`config.mk`:
```
export PLATFORM = sky130hd
export DESIGN_NAME = irq_nest_ctrl
export DESIGN_NICKNAME = d
export VERILOG_FILES = /design/src/rtl/irq_nest_pkg.sv /design/src/rtl/irq_pend_latch.sv /design/src/rtl/irq_rank_arb.sv /design/src/rtl/irq_svc_stack.sv /design/src/rtl/irq_rank_cfg.sv /design/src/rtl/irq_nest_ctrl.sv
export SDC_FILE = /design/constraint.sdc
export NUM_CORES = 1
export LEC_CHECK = 0
export BUFFER_PORTS_ARGS = -buffer_cell sky130_fd_sc_hd__buf_2
export CORE_UTILIZATION = 35
export CTS_CLUSTER_DIAMETER = 120
export DETAILED_ROUTE_END_ITERATION = 8
export HOLD_SLACK_MARGIN = 0.12
export PLACE_DENSITY = 0.56
export REMOVE_ABC_BUFFERS = 1
export SETUP_SLACK_MARGIN = 0.5
export SLEW_MARGIN = 10
export SYNTH_ARGS = -nofsm -noshare
export SYNTH_HDL_FRONTEND = slang
export SYNTH_SLANG_ARGS = --single-unit
```
`constraint.sdc`:
```
create_clock -name clk -period 3.8 [get_ports clk]
set_clock_uncertainty 0.1 [all_clocks]
set_input_delay 0.76 -clock clk [delete_from_list [all_inputs] [get_ports clk]]
set_output_delay 0.76 -clock clk [all_outputs]
set_load 0.01 [all_outputs]
```
`src/rtl/irq_nest_pkg.sv`:
```
package irq_nest_pkg;
  // Level to source mapping: the lowest-ranked source plus the level, wrapped.
  function automatic int unsigned lvl_to_src(int unsigned lvl, int unsigned lowest,
                                             int unsigned nsrc);
    return (lvl + lowest) % nsrc;
  endfunction
endpackage

```
`src/rtl/irq_pend_latch.sv`:
```
module irq_pend_latch #(
  parameter int NUM_SRC = 4,
  localparam int ID_W = $clog2(NUM_SRC)
) (
  input  logic               clk,
  input  logic               rst,
  input  logic [NUM_SRC-1:0] req,
  input  logic               clr_vld,
  input  logic [ID_W-1:0]    clr_id,
  output logic [NUM_SRC-1:0] pend
);
  logic [NUM_SRC-1:0] clr_mask;

  for (genvar g = 0; g < NUM_SRC; g++) begin : g_bit
    assign clr_mask[g] = clr_vld && (clr_id == g[ID_W-1:0]);

    AST_PEND_HOLD: assert property (@(posedge clk) disable iff (rst)
      (pend[g] && !clr_mask[g]) |=> pend[g]);
  end

  always_ff @(posedge clk) begin
    if (rst) pend <= '0;
    else     pend <= (pend & ~clr_mask) | req;
  end
endmodule

```
`src/rtl/irq_rank_arb.sv`:
```
module irq_rank_arb #(
  parameter int NUM_SRC = 4,
  localparam int ID_W = $clog2(NUM_SRC)
) (
  input  logic [NUM_SRC-1:0] pend,
  input  logic [ID_W-1:0]    lowest,
  input  logic               allow,
  input  logic               top_vld,
  input  logic [ID_W-1:0]    top_lvl,
  output logic               win_vld,
  output logic [ID_W-1:0]    win_src,
  output logic [ID_W-1:0]    win_lvl
);
  import irq_nest_pkg::*;

  int unsigned src_ix [NUM_SRC];

  for (genvar l = 0; l < NUM_SRC; l++) begin : g_map
    assign src_ix[l] = lvl_to_src(l, int'(lowest), NUM_SRC);
  end

  // Ascending scan, so the highest eligible level is the one that remains.
  always_comb begin
    win_vld = 1'b0;
    win_src = '0;
    win_lvl = '0;
    for (int l = 0; l < NUM_SRC; l++) begin
      if (allow && pend[src_ix[l]] && (!top_vld || l > int'(top_lvl))) begin
        win_vld = 1'b1;
        win_src = src_ix[l][ID_W-1:0];
        win_lvl = l[ID_W-1:0];
      end
    end
  end
endmodule

```
`src/rtl/irq_svc_stack.sv`:
```
module irq_svc_stack #(
  parameter int NUM_SRC = 4,
  localparam int ID_W = $clog2(NUM_SRC)
) (
  input  logic            clk,
  input  logic            rst,
  input  logic            push,
  input  logic [ID_W-1:0] push_lvl,
  input  logic            pop,
  output logic            top_vld,
  output logic [ID_W-1:0] top_lvl,
  output logic            busy
);
  logic [NUM_SRC-1:0] svc_q;
  logic [NUM_SRC-1:0] svc_d;

  always_comb begin
    top_vld = 1'b0;
    top_lvl = '0;
    for (int l = 0; l < NUM_SRC; l++) begin
      if (svc_q[l]) begin
        top_vld = 1'b1;
        top_lvl = l[ID_W-1:0];
      end
    end
  end

  assign busy = |svc_q;

  always_comb begin
    svc_d = svc_q;
    if (pop && top_vld) svc_d[top_lvl] = 1'b0;
    if (push)           svc_d[push_lvl] = 1'b1;
  end

  always_ff @(posedge clk) begin
    if (rst) svc_q <= '0;
    else     svc_q <= svc_d;
  end

  AST_PUSH_ABOVE_TOP: assert property (@(posedge clk) disable iff (rst)
    push |-> (!top_vld || push_lvl > top_lvl));

  AST_POP_LOWERS: assert property (@(posedge clk) disable iff (rst)
    (pop && top_vld && !push) |=> (!top_vld || top_lvl < $past(top_lvl)));
endmodule

```
`src/rtl/irq_rank_cfg.sv`:
```
module irq_rank_cfg #(
  parameter int NUM_SRC = 4,
  localparam int ID_W = $clog2(NUM_SRC)
) (
  input  logic            clk,
  input  logic            rst,
  input  logic            wr,
  input  logic [ID_W-1:0] wr_data,
  input  logic            busy,
  input  logic            hold,
  output logic [ID_W-1:0] lowest
);
  always_ff @(posedge clk) begin
    if (rst)                       lowest <= '0;
    else if (wr && !busy && !hold) lowest <= wr_data;
  end

  AST_CFG_FROZEN: assert property (@(posedge clk) disable iff (rst)
    busy |=> $stable(lowest));
endmodule

```
`src/rtl/irq_nest_ctrl.sv`:
```
module irq_nest_ctrl #(
  parameter int NUM_SRC = 4,
  localparam int ID_W = $clog2(NUM_SRC)
) (
  input  logic               clk,
  input  logic               rst,
  input  logic [NUM_SRC-1:0] irq_req,
  input  logic               ei,
  input  logic               di,
  input  logic               cfg_wr,
  input  logic [ID_W-1:0]    cfg_lowest,
  input  logic               reti,
  output logic               ack,
  output logic [ID_W-1:0]    ack_id
);
  logic [NUM_SRC-1:0] pend;
  logic [ID_W-1:0]    lowest;
  logic               gate_q;
  logic               allow;
  logic               top_vld;
  logic [ID_W-1:0]    top_lvl;
  logic               busy;
  logic               win_vld;
  logic [ID_W-1:0]    win_src;
  logic [ID_W-1:0]    win_lvl;

  always_ff @(posedge clk) begin
    if (rst)     gate_q <= 1'b0;
    else if (di) gate_q <= 1'b0;
    else if (ei) gate_q <= 1'b1;
  end

  assign allow = gate_q && !reti;

  irq_pend_latch #(.NUM_SRC(NUM_SRC)) u_pend (
    .clk(clk), .rst(rst), .req(irq_req),
    .clr_vld(win_vld), .clr_id(win_src), .pend(pend)
  );

  irq_rank_cfg #(.NUM_SRC(NUM_SRC)) u_cfg (
    .clk(clk), .rst(rst), .wr(cfg_wr), .wr_data(cfg_lowest),
    .busy(busy), .hold(win_vld), .lowest(lowest)
  );

  irq_rank_arb #(.NUM_SRC(NUM_SRC)) u_arb (
    .pend(pend), .lowest(lowest), .allow(allow),
    .top_vld(top_vld), .top_lvl(top_lvl),
    .win_vld(win_vld), .win_src(win_src), .win_lvl(win_lvl)
  );

  irq_svc_stack #(.NUM_SRC(NUM_SRC)) u_stack (
    .clk(clk), .rst(rst), .push(win_vld), .push_lvl(win_lvl), .pop(reti),
    .top_vld(top_vld), .top_lvl(top_lvl), .busy(busy)
  );

  always_ff @(posedge clk) begin
    if (rst) begin
      ack    <= 1'b0;
      ack_id <= '0;
    end else begin
      ack    <= win_vld;
      ack_id <= win_src;
    end
  end

  AST_ACK_NEEDS_GATE: assert property (@(posedge clk) disable iff (rst)
    ack |-> $past(gate_q));

  AST_NO_ACK_AFTER_RETI: assert property (@(posedge clk) disable iff (rst)
    $past(reti) |-> !ack);

  AST_TOP_BLOCKS_ALL: assert property (@(posedge clk) disable iff (rst)
    (top_vld && top_lvl == ID_W'(NUM_SRC - 1) && !reti) |=> !ack);
endmodule

```
After elaboration in Yosys (flattened, before gate mapping)
Cells that the tools add are included.
{ "totals": {"regBits": 14, "out_inout_bits": 3} }
{ "op_classes": {"addsub": 3, "magnitude_cmp": 11, "eq_ne": 3, "n_mux": 32, "n_bitwise": 6, "reduce_logical": 28} }
{ "ops": {"columns": ["op", "count"], "rows": [
  ["$logic_and A1 B1 Y1", 18],
  ["$lt A2 B3 Y1 const B", 6],
  ["$mux W1", 16],
  ["$mux W2", 8],
  ["$and A4 B4 Y4", 2],
  ["$bmux W1 S2", 4],
  ["$mux W4", 2],
  ["$not A4 Y4", 2],
  ["$or A4 B4 Y4", 2],
  ["$add A2 B2 Y2 const A", 2],
  ["$demux W1 S2", 2],
  ["$eq A2 B2 Y1 const B", 2],
  ["$ge A2 B1 Y1 const B", 2],
  ["$gt A2 B2 Y1 const A", 2],
  ["$logic_not A1 Y1", 4],
  ["$reduce_or A4 Y1", 1],
  ["$logic_or A1 B1 Y1", 3],
  ["$add A1 B2 Y2 const A", 1],
  ["$eq A2 B1 Y1 const B", 1],
  ["$gt A1 B2 Y1 const A", 1],
  ["$logic_not A2 Y1", 1],
  ["$reduce_or A2 Y1", 1]
]} }

Logic depth before layout (Yosys ltp)
{ "depth": {"word_depth": 16, "ltp_mapped": 6, "ltp_nobuf": 5} }

Cells and area by module
From an unflattened synthesis, not the netlist that was laid out.
{ "unflattened": {"hier_cells": 89, "hier_area_um2": 872.1} }
{ "by_module_without_submodules": {"columns": ["mod", "n_inst", "cells_per_inst", "area_each_um2", "seq_area_each_um2"], "rows": [
  ["irq_rank_arb", 1, 33, 299.0, 0.0],
  ["irq_svc_stack", 1, 21, 186.4, 80.1],
  ["irq_pend_latch", 1, 16, 163.9, 80.1],
  ["irq_nest_ctrl", 1, 10, 118.9, 80.1],
  ["irq_rank_cfg", 1, 9, 103.8, 40.0]
]} }

Worst setup path after synthesis
No wires, ideal clock.
{ "synth_path": {"path_kind": "input to register", "startpoint": "input reti", "endpoint": "register u_pend.pend[2]", "setup_time_ns": 0.125, "arrival_ns": 1.912, "required_ns": 3.575, "setup_slack_ns": 1.662, "stages": 5, "n_path_buf": 0, "cell_sequence": "nor3b_2 o211a_1 o211ai_1 o21a_1 o41a_1"} }
{ "synth_via": {"elab_chain_cells": 13} }
{ "synth_lines": {"columns": ["item", "line", "rtl"], "rows": [
  ["start: declaration", "irq_nest_ctrl.sv:12", "input logic reti,"],
  ["$logic_not A1 Y1 (*)", "irq_nest_ctrl.sv:33", "assign allow = gate_q && !reti;"],
  ["$logic_and A1 B1 Y1 (*)", "irq_nest_ctrl.sv:33", null],
  ["$logic_and A1 B1 Y1 (2 in a row)", "irq_rank_arb.sv:28", "if (allow && pend[src_ix[l]] && (!top_vld || l > int'(top_lvl))) begin"],
  ["$mux W2 (4 in a row)", "irq_rank_arb.sv:28", null],
  ["$eq A2 B2 Y1", "irq_pend_latch.sv:15", "assign clr_mask[g] = clr_vld && (clr_id == g[ID_W-1:0]);"],
  ["$logic_and A1 B1 Y1 (*)", "irq_pend_latch.sv:15", null],
  ["$not A4 Y4 (*)", "irq_pend_latch.sv:23", "else pend <= (pend & ~clr_mask) | req;"],
  ["$and A4 B4 Y4 (*)", "irq_pend_latch.sv:23", null],
  ["$or A4 B4 Y4 (*)", "irq_pend_latch.sv:23", null],
  ["end signal: assignment", "irq_pend_latch.sv:23", null],
  ["end: declaration", "irq_pend_latch.sv:10", "output logic [NUM_SRC-1:0] pend"]
]} }
Every way passes the cells marked *; elsewhere a longest branch is shown, timed or not.
A chain may end at the register's enable or synchronous reset.

Final worst setup path
{ "layout_path": {"startpoint": "register u_cfg.lowest[0]", "endpoint": "register u_pend.pend[0]"} }
{ "layout_via": {"elab_chain_cells": 13} }
{ "layout_lines": {"columns": ["item", "line", "rtl"], "rows": [
  ["start: declaration", "irq_rank_cfg.sv:11", "output logic [ID_W-1:0] lowest"],
  ["start signal: assignment", "irq_rank_cfg.sv:15", "else if (wr && !busy && !hold) lowest <= wr_data;"],
  ["$add A1 B2 Y2 / $bmux W1 S2 (equally long branches)", "irq_nest_pkg.sv:5, irq_rank_arb.sv:28", null],
  ["$bmux W1 S2 / $mux W1 (equally long branches)", "irq_rank_arb.sv:28", null],
  ["$mux W1 (not written as such) / $logic_and A1 B1 Y1 (equally long branches)", "irq_rank_arb.sv:28", null],
  ["$logic_and A1 B1 Y1", "irq_rank_arb.sv:28", null],
  ["$logic_and A1 B1 Y1 / $mux W2 (equally long branches)", "irq_rank_arb.sv:28", null],
  ["$mux W2 (3 in a row)", "irq_rank_arb.sv:28", null],
  ["$logic_not A2 Y1", "irq_pend_latch.sv:15", null],
  ["$logic_and A1 B1 Y1 (*)", "irq_pend_latch.sv:15", null],
  ["$not A4 Y4 (*)", "irq_pend_latch.sv:23", null],
  ["$and A4 B4 Y4 (*)", "irq_pend_latch.sv:23", null],
  ["$or A4 B4 Y4 (*)", "irq_pend_latch.sv:23", null]
]} }
Every way passes the cells marked *; elsewhere a longest branch is shown, timed or not. The select of a mux whose other input is x is not followed.

==> metrics.md <==
| Metric | Value |
|---|---|
| Sequential area share after synthesis | `0.315` |
| Placeable Area | `2300 um^2` |
| M1 WL | `952 um` |
| Fin worst setup slack | `1.54 ns` |
| End of the worst register-to-register path | `u_pend.pend[0]` |
| Via Count | `792` |
| Hold Crit Depth | `2` |
| Area leader, netlist | `dfxtp_1` |
| Share of cells above drive strength 1 | `0.277` |
| Boundary Pins | `15` |
| RePlAce Congestion | `0.890` |
| Post-synthesis register bit count | `14` |
| Wire length per cell | `14.0 um` |
| Mapped Area | `888 um^2` |
| DIE AREA | `2740 um^2` |
| Leak pwr | `0.000426 uW` |
| Synth Warn # | `0` |
| Remaining antenna violation count | `0` |
| Max Freq | `442 MHz` |
| Metal2 WL | `912 um` |
| Cells along the critical path | `mux4_2, nor3b_1, o21ai_2, o21ai_1, o41a_1` |
| Worst slew margin | `0.552` |
| Die Height | `52.4 um` |
| CTS clock-pin slew for the worst setup and hold paths | `0.09 ns` |
| Hold Vio Cnt, Final | `0` |
| WL final | `1.97 mm` |
| Max Slew Vio Count | `0` |
| Vias in the first global route | `753` |
| Post-synthesis async set-or-reset flop share | `0` |
| CTS tree | `built` |
| Crit start category | `flop` |
| Main synth FF type | `dfxtp_1` |
| Tcrit/Tclk final | `0.595` |
| Final Setup Violations | `0` |
| Row cnt | `17` |
| Nets | `125` |
| Top cell type's share of synthesized area | `0.315` |
| Die X-Extent | `52.4 um` |
| Max-cap violation count | `0` |
| Wire length on met3 | `64 um` |
| Insertion delay to the later sink of the worst-skew pair | `0.28 ns` |
| DRC | `0` |
| Total GRT Usage | `0.173` |
| Post-synth EDFFs | `0` |
| CP Data Arrival Time | `2.33 ns` |
| Reg2Reg Depth | `5` |
| Layout Area Growth over Synthesis | `13.2%` |
| Status | `complete, no violations` |
| Worst r2r src | `u_cfg.lowest[0]` |
| Post-layout util | `0.438` |
| RSZ-0062 raised after global routing | `false` |
| Total setup buffers inserted after CTS | `0` |
| Minimum clock period | `2.26 ns` |
| Detail Placement HPWL | `1.50 mm` |
| Synth unique cells | `43` |
| Top cells by area, synth | `dfxtp_1 32%, mux4_2 10%, nor2_1 4.6%` |
| CP max FO | `12` |
| Antenna violations before repair | `0` |
| Most common cell in the netlist | `dfxtp_1` |
| Initial Util | `0.387` |
| PostCTS Resize Cnt | `0` |
| Clock Path Buffers | `2` |
| Max layer used | `met4` |
| CP endpoint kind | `flop` |
| Maximum vdd ir drop | `0.210 mV` |
| Most instantiated cells after synthesis | `14 x dfxtp_1, 11 x nor2_1, 6 x nand2_1, 5 x a21oi_1, 5 x inv_1` |
| # diodes | `0` |
| First-pass GRT wire length | `3.43 mm` |
| Place WS | `1.35 ns` |
| CTS Hold Bufs | `0` |
| HP Class | `flop to flop` |
| Post-Syn Instances | `98` |
| Clk sinks | `14` |
| Total congestion overflow | `0` |
| Setup crit end | `u_pend.pend[0]` |
| Slew @ Worst Pin | `0.668 ns` |
| Root Driver | `clkbuf_4` |
| CTS buffer count | `3` |
| Reg-to-reg slack, setup | `1.54 ns` |
| PD cells | `352 nW/um^2` |
| CP max-delay cell | `mux4_2` |
| Critical Path RT | `3.87 ns` |
| Initial DRT Pass Iterations | `4` |
| Largest net degree at the start of global routing | `18` |
| H-tree depth | `1` |
| Quantity of I/O buffers inserted on ports | `14` |
| Avg Inst Size Synth | `9.06 um^2` |
| Critical path class | `flop to flop` |
| Setup TNS | `0 ns` |
| Worst setup startpoint | `u_cfg.lowest[0]` |
| DRT iter0 DRCs | `13` |
| CP max stage delay | `0.63 ns` |
| Vias/cell | `5.66` |
==> per-layer routing <==
metal / global-route usage / vias to the layer above
met5: 0 / -
met4: 0.0789 / 0
met3: 0.0348 / 4
met2: 0.264 / 19
met1: 0.232 / 367
li1: - / 402
==> flip-flops by register name, indices dropped and copies added (netlist names) <==
| name | flops |
|---|---|
| ack | 1 |
| ack_id | 2 |
| gate_q | 1 |
| u_cfg.lowest | 2 |
| u_pend.pend | 4 |
| u_stack.svc_q | 4 |
==> through the flow <==
step,hold slack (ns),area (um^2),cells,total power (uW)
final,0.444,1010,140,354
after global routing,0.478,1010,140,379
after CTS,0.444,1010,140,360
after detailed placement,0.422,970,136,249
after global placement,0.400,970,136,248
after floorplan,0.386,865,94,226
==> area by class of cell <==
class                      instances  area [um^2]
clock buffer                       4         36.3
fill                             238         1290
inverter                           5         18.8
multi-input combinational         75          566
sequential                        14          280
tap                               28         35.0
timing repair buffer              14         70.1
==> cell usage in the layout (no fill, tap or decap), types with 2 or more instances in the layout <==
master / instances
dfxtp_1: 14
buf_2: 14
nor2_1: 11
nand2_1: 6
inv_1: 5
a21oi_1: 5
mux4_2: 4
nand3_1: 4
nand2b_1: 4
o21ai_1: 3
clkbuf_4: 3
nor3b_1: 2
o21ai_2: 2
and3_1: 2
nor3_1: 2
mux2i_1: 2
a22oi_1: 2
o41a_1: 2
==> cell families (layout without fill, tap and decap cells) <==
family          after synthesis  after routing  share of synthesized area
mux                           6              6                      0.124
buf+inv                       9             23                     0.0479
flops                        14             14                      0.315
simple gates                 41             41                      0.272
compound gates               28             28                      0.241
==> report_power, final <==
part	internal, uW	total [uW]	switching (uW)
clock	58.3	108	49.5
sequential	155	170	15.0
combinational	38.9	75.5	36.6
total	253	354	101
==> worst min-delay path by stage <==
stage / from / endpoint / slack, ns
5_1_grt: u_stack.svc_q[1] / u_stack.svc_q[1] / 0.48
3_5_place_dp: u_stack.svc_q[1] / u_stack.svc_q[1] / 0.42
3_3_place_gp: u_stack.svc_q[1] / u_stack.svc_q[1] / 0.40
4_1_cts: u_stack.svc_q[1] / u_stack.svc_q[1] / 0.44
2_1_floorplan: u_stack.svc_q[1] / u_stack.svc_q[1] / 0.39
6_report: u_stack.svc_q[3] / u_stack.svc_q[3] / 0.44
==> critical path, delay by kind of cell, from the launching register on <==
kind | cells | cell delay, ns
AOI/OAI and AO/OA | 3 | 0.64
DFF | 1 | 0.61
muxes | 1 | 0.63
and+or+nand+nor | 1 | 0.18
Note: power is estimated with default switching activity, not from simulation.
